--- src/rtl/cfgport_ingress_pkg.sv ---
package cfgport_ingress_pkg;
  localparam int unsigned WORD_BITS = 32;
  localparam logic [WORD_BITS-1:0] SYNC_PATTERN = 32'hAA99_5566;
endpackage

--- src/rtl/cfgport_byte_swap.sv ---
module cfgport_byte_swap #(
  parameter int unsigned BUS_W = 16
) (
  input  logic [BUS_W-1:0] raw,
  output logic [BUS_W-1:0] swapped
);
  localparam int unsigned N_BYTES = BUS_W / 8;

  for (genvar b = 0; b < N_BYTES; b++) begin : g_byte
    for (genvar i = 0; i < 8; i++) begin : g_bit
      assign swapped[b*8 + i] = raw[b*8 + 7 - i];
    end
  end
endmodule

--- src/rtl/cfgport_sync_hunt.sv ---
module cfgport_sync_hunt
  import cfgport_ingress_pkg::*;
#(
  parameter int unsigned BUS_W  = 16,
  parameter int unsigned WORD_W = WORD_BITS
) (
  input  logic             clk,
  input  logic             rst,
  input  logic             wide,
  input  logic             take,
  input  logic [BUS_W-1:0] unit,
  output logic             synced
);
  logic [WORD_W-1:0] win_q;
  logic [WORD_W-1:0] win_n;

  always_comb begin
    if (wide) win_n = {win_q[WORD_W-BUS_W-1:0], unit};
    else      win_n = {win_q[WORD_W-9:0], unit[7:0]};
  end

  always_ff @(posedge clk) begin
    if (rst) begin
      win_q  <= '0;
      synced <= 1'b0;
    end else if (take && !synced) begin
      win_q <= win_n;
      if (win_n == SYNC_PATTERN[WORD_W-1:0]) synced <= 1'b1;
    end
  end
endmodule

--- src/rtl/cfgport_word_pack.sv ---
module cfgport_word_pack #(
  parameter int unsigned BUS_W  = 16,
  parameter int unsigned WORD_W = 32
) (
  input  logic              clk,
  input  logic              rst,
  input  logic              wide,
  input  logic              take,
  input  logic [BUS_W-1:0]  unit,
  input  logic              out_ready,
  output logic              out_valid,
  output logic [WORD_W-1:0] out_data
);
  localparam int unsigned NARROW_UNITS = WORD_W / 8;
  localparam int unsigned WIDE_UNITS   = WORD_W / BUS_W;
  localparam int unsigned CNT_W        = $clog2(NARROW_UNITS);

  logic [CNT_W-1:0]  cnt_q;
  logic [WORD_W-1:0] acc_q;
  logic [WORD_W-1:0] acc_n;
  logic              last;

  always_comb begin
    if (wide) acc_n = {acc_q[WORD_W-BUS_W-1:0], unit};
    else      acc_n = {acc_q[WORD_W-9:0], unit[7:0]};
    last = wide ? (cnt_q == CNT_W'(WIDE_UNITS - 1))
                : (cnt_q == CNT_W'(NARROW_UNITS - 1));
  end

  always_ff @(posedge clk) begin
    if (rst) begin
      cnt_q     <= '0;
      acc_q     <= '0;
      out_valid <= 1'b0;
      out_data  <= '0;
    end else begin
      if (out_valid && out_ready) out_valid <= 1'b0;
      if (take) begin
        acc_q <= acc_n;
        if (last) begin
          cnt_q     <= '0;
          out_data  <= acc_n;
          out_valid <= 1'b1;
        end else begin
          cnt_q <= cnt_q + 1'b1;
        end
      end
    end
  end
endmodule

--- src/rtl/cfgport_ingress.sv ---
module cfgport_ingress
  import cfgport_ingress_pkg::*;
#(
  parameter int unsigned BUS_W  = 16,
  parameter int unsigned WORD_W = WORD_BITS
) (
  input  logic              clk,
  input  logic              rst,
  input  logic              wide_mode,
  input  logic              in_valid,
  output logic              in_ready,
  input  logic [BUS_W-1:0]  in_data,
  output logic              out_valid,
  input  logic              out_ready,
  output logic [WORD_W-1:0] out_data,
  output logic              synced
);
  logic [BUS_W-1:0] unit;
  logic             take;

  assign in_ready = !(out_valid && !out_ready);
  assign take     = in_valid && in_ready;

  cfgport_byte_swap #(.BUS_W(BUS_W)) u_swap (
    .raw     (in_data),
    .swapped (unit)
  );

  cfgport_sync_hunt #(.BUS_W(BUS_W), .WORD_W(WORD_W)) u_hunt (
    .clk    (clk),
    .rst    (rst),
    .wide   (wide_mode),
    .take   (take),
    .unit   (unit),
    .synced (synced)
  );

  cfgport_word_pack #(.BUS_W(BUS_W), .WORD_W(WORD_W)) u_pack (
    .clk       (clk),
    .rst       (rst),
    .wide      (wide_mode),
    .take      (take && synced),
    .unit      (unit),
    .out_ready (out_ready),
    .out_valid (out_valid),
    .out_data  (out_data)
  );
endmodule

--- config.mk ---
export PLATFORM = sky130hd
export DESIGN_NAME = cfgport_ingress
export DESIGN_NICKNAME = d
export VERILOG_FILES = /design/src/rtl/cfgport_ingress_pkg.sv /design/src/rtl/cfgport_byte_swap.sv /design/src/rtl/cfgport_sync_hunt.sv /design/src/rtl/cfgport_word_pack.sv /design/src/rtl/cfgport_ingress.sv
export SDC_FILE = /design/constraint.sdc
export NUM_CORES = 1
export LEC_CHECK = 0
export CAP_MARGIN = 20
export CORE_MARGIN = 1.5
export CORE_UTILIZATION = 49
export CTS_CLUSTER_SIZE = 28
export DETAILED_ROUTE_END_ITERATION = 8
export HOLD_SLACK_MARGIN = 0.15
export PLACE_DENSITY_LB_ADDON = 0.2
export SYNTH_ARGS = -nofsm -noshare
export SYNTH_HDL_FRONTEND = slang
export SYNTH_SLANG_ARGS = --single-unit
--- constraint.sdc ---
create_clock -name clk -period 1.77 [get_ports clk]
set_clock_uncertainty 0.05 [all_clocks]
set_input_delay 0.2655 -clock clk [delete_from_list [all_inputs] [get_ports clk]]
set_output_delay 0.2655 -clock clk [all_outputs]
set_load 0.1 [all_outputs]
==> flow_metrics.tcl <==
set metrics [dict create \
    vias 2947 \
    crit_start "u_hunt.win_q[17]$_SDFFE_PP0P_" \
    grt_pass1_wl_mm 13.50 \
    fin_crit_ps 1693 \
    ys.flop_type "dfxtp_1" \
    syn_to_final_growth_pct 38.29 \
    slew_violations 0 \
    cts_buffers 9 \
    core_area_um2 6907 \
    htree_levels 3 \
    final_cell_mix "dfxtp_1 (82), nor2_1 (68), mux2i_1 (49)" \
    start_kind "register" \
    hold_path.class "input port to register" \
    netlist_area_um2 3562 \
    yosysUniqueCellTypes 34 \
    cp.required_ps 1970 \
    dr.pass1.iters 4 \
    yosysTopAreaCell "dfxtp_1" \
    leakage_nw 1.783 \
    start_util_pct 51.58 \
    worst_slack_ps 76.67 \
    synth_nets 397 \
    drv_cap 0 \
    drt_iter0_markers 175 \
    cp_max_fo 2 \
    synth.top_cells.by_area "dfxtp_1 (47%), mux2i_1 (14%), a211oi_1 (9.3%), nor2_1 (7.3%), nand2_1 (3.9%)" \
    setup-violations-final 0 \
    worstMarginPinSlew_ps 914.4 \
    async_reset_ff_share_pct 0 \
    die_h_um 88.26 \
    cts.sinks 84 \
    wl_met1_mm 3.910 \
    ios 56 \
    fin_crit_sh_pct 95.67 \
    synth_edf_count 0 \
    insertion_delay_ps 340 \
    fin_cells 544 \
    wire_per_inst_um 15.31 \
    hold_viol 0 \
    portBuffers 55 \
    irDropWorstVdd_mv 0.4457 \
    worst_ep_arrival_time_ps 1900 \
    hold_start "rst" \
    dp_hpwl_mm 5.759 \
    antenna_found_initial 0 \
    critPathKind "register to register" \
    die_area_um2 7790 \
    clk_pin_slew_ps 80 \
    synth_cells 376 \
    fin_util_pct 71.32 \
    routed_wl_mm 8.326 \
    final_antenna_net_count 0 \
    pre_cts_slack_ps -257.3 \
    nFillCells 522 \
    postCtsHoldBufs 0 \
    die_w_um 88.26 \
    grt_use_total_pct 22.54 \
    clk_path_buf_depth 2 \
    yosysWarnings 0 \
    slew-limit-headroom_pct 39.04 \
    grt_pass1_vias 2763 \
    seq_area_frac_synth_pct 47.21 \
    regArea_um2 1689 \
    top_layer "met4" \
    grt_start_max_net_pins 85 \
    cellPowerDensity_nw_per_um2 753.9 \
    grt_overflow_total 0 \
    crit_path_end_kind "register" \
    rsz0062_at_grt "no" \
    gp_congestion 0.8782 \
    met2_wirelength_mm 3.815 \
    dp.cells 526 \
    cts_tree "yes" \
    avgSynthCellArea_um2 9.474 \
    final_common_cell "dfxtp_1" \
    viasPerCell 5.417 \
    drive_gt1_share_pct 22.77 \
    clockRootBuffer "clkbuf_8" \
    antenna_cells 0 \
    multi_input_area_um2 1707 \
    route.detailed.drc 0 \
    synth_top_area_share_pct 47.21 \
    ys_ff_latch 84 \
    wl_met3_um 467 \
    r2r_start "u_hunt.win_q[17]$_SDFFE_PP0P_" \
    outcome "finished, final reports clean" \
    final_nets 464 \
    maxClockFrequency_mhz 590.6 \
    rows 30 \
]
-- kinds of logic (layout without fill, tap and decap cells) --
| group | Yosys count | count (layout) | synth area share [%] |
|---|---|---|---|
| multiplexers | 49 | 49 | 13.77 |
| AND/OR/NAND/NOR | 130 | 130 | 16.86 |
| flip-flops | 84 | 84 | 47.21 |
| XOR/XNOR | 1 | 1 | 0.2459 |
| buffers and inverters | 34 | 106 | 4.953 |
| AO/OA/AOI/OAI | 78 | 78 | 16.97 |
-- path summary, 6_finish.rpt --
path,to,slack [ps],depth (start not counted)
hold / removal,u_hunt.synced$_SDFFE_PP0P_,380,5
setup / recovery,u_hunt.synced$_SDFFE_PP0P_,80,4
setup reg to reg,u_hunt.synced$_SDFFE_PP0P_,80,4
hold reg to reg,u_pack.acc_q[5]$_SDFFE_PP0P_,430,2
-- report_power, final --
part	internal [W]	switching (W)	leakage (nW)
registers	0.00192	0.0000319	0.683
clock network	0.000785	0.000686	0.110
logic	0.000137	0.000152	0.990
-- cells in the mapped netlist (2+ instances only) --
| cell type | count |
|---|---|
| inv_1 | 3 |
| a21oi_1 | 17 |
| buf_6 | 2 |
| clkbuf_1 | 11 |
| nor4bb_1 | 5 |
| nor3b_1 | 2 |
| a211oi_2 | 10 |
| mux2i_1 | 49 |
| a211oi_1 | 44 |
| nor3_1 | 3 |
| dfxtp_1 | 84 |
| buf_4 | 5 |
| nor2_1 | 69 |
| nand3b_1 | 2 |
| nor4_1 | 2 |
| nand2_1 | 37 |
| nand3_1 | 3 |
| buf_2 | 12 |
-- worst max-delay path: stages, from the launching register on --
cell and delay (ps):
dfxtp_1 330, nor4bb_1 380, nand3b_1 170, a2111o_1 440, o32ai_2 230
-- metrics by stage --
stage	instance area, um2	hold slack (ps)	TNS, ps	power (W)
2_1_floorplan	3575	351.5	0	0.002152
3_3_place_gp	4682	390.8	-6989	0.002278
3_5_place_dp	4682	416.2	-10950	0.002284
4_1_cts	4902	376.3	0	0.003726
5_1_grt	4926	407.5	0	0.003838
6_report	4926	382.5	0	0.003714
-- registers in the layout, summed over array words and instances (netlist names) --
name	count
u_hunt.win_q	24
u_pack.cnt_q	2
u_pack.out_valid	1
u_pack.acc_q	24
u_hunt.synced	1
u_pack.out_data	32
-- timing repair --
item                       CTS  global route
resized for setup            0             1
setup buffers                0             1
setup endpoints to repair    0             2
-- final cells by class --
type                            instances  share of cell area (%)
Clock buffer                           12                   3.378
Clock inverter                          4                   1.092
Inverter                                4                  0.4064
Multi-Input combinational cell        258                   34.65
Sequential cell                        84                   34.29
Tap cell                               96                   2.438
Timing Repair Buffer                   86                   23.75
-- routing by layer --
layer  GRT usage [%]  up-vias
met2           35.11       86
met1           30.86     1375
met4           9.801        0
met5               0        -
met3           3.918       10
li1                -     1476
No activity file was read; power rests on OpenSTA's default activity.
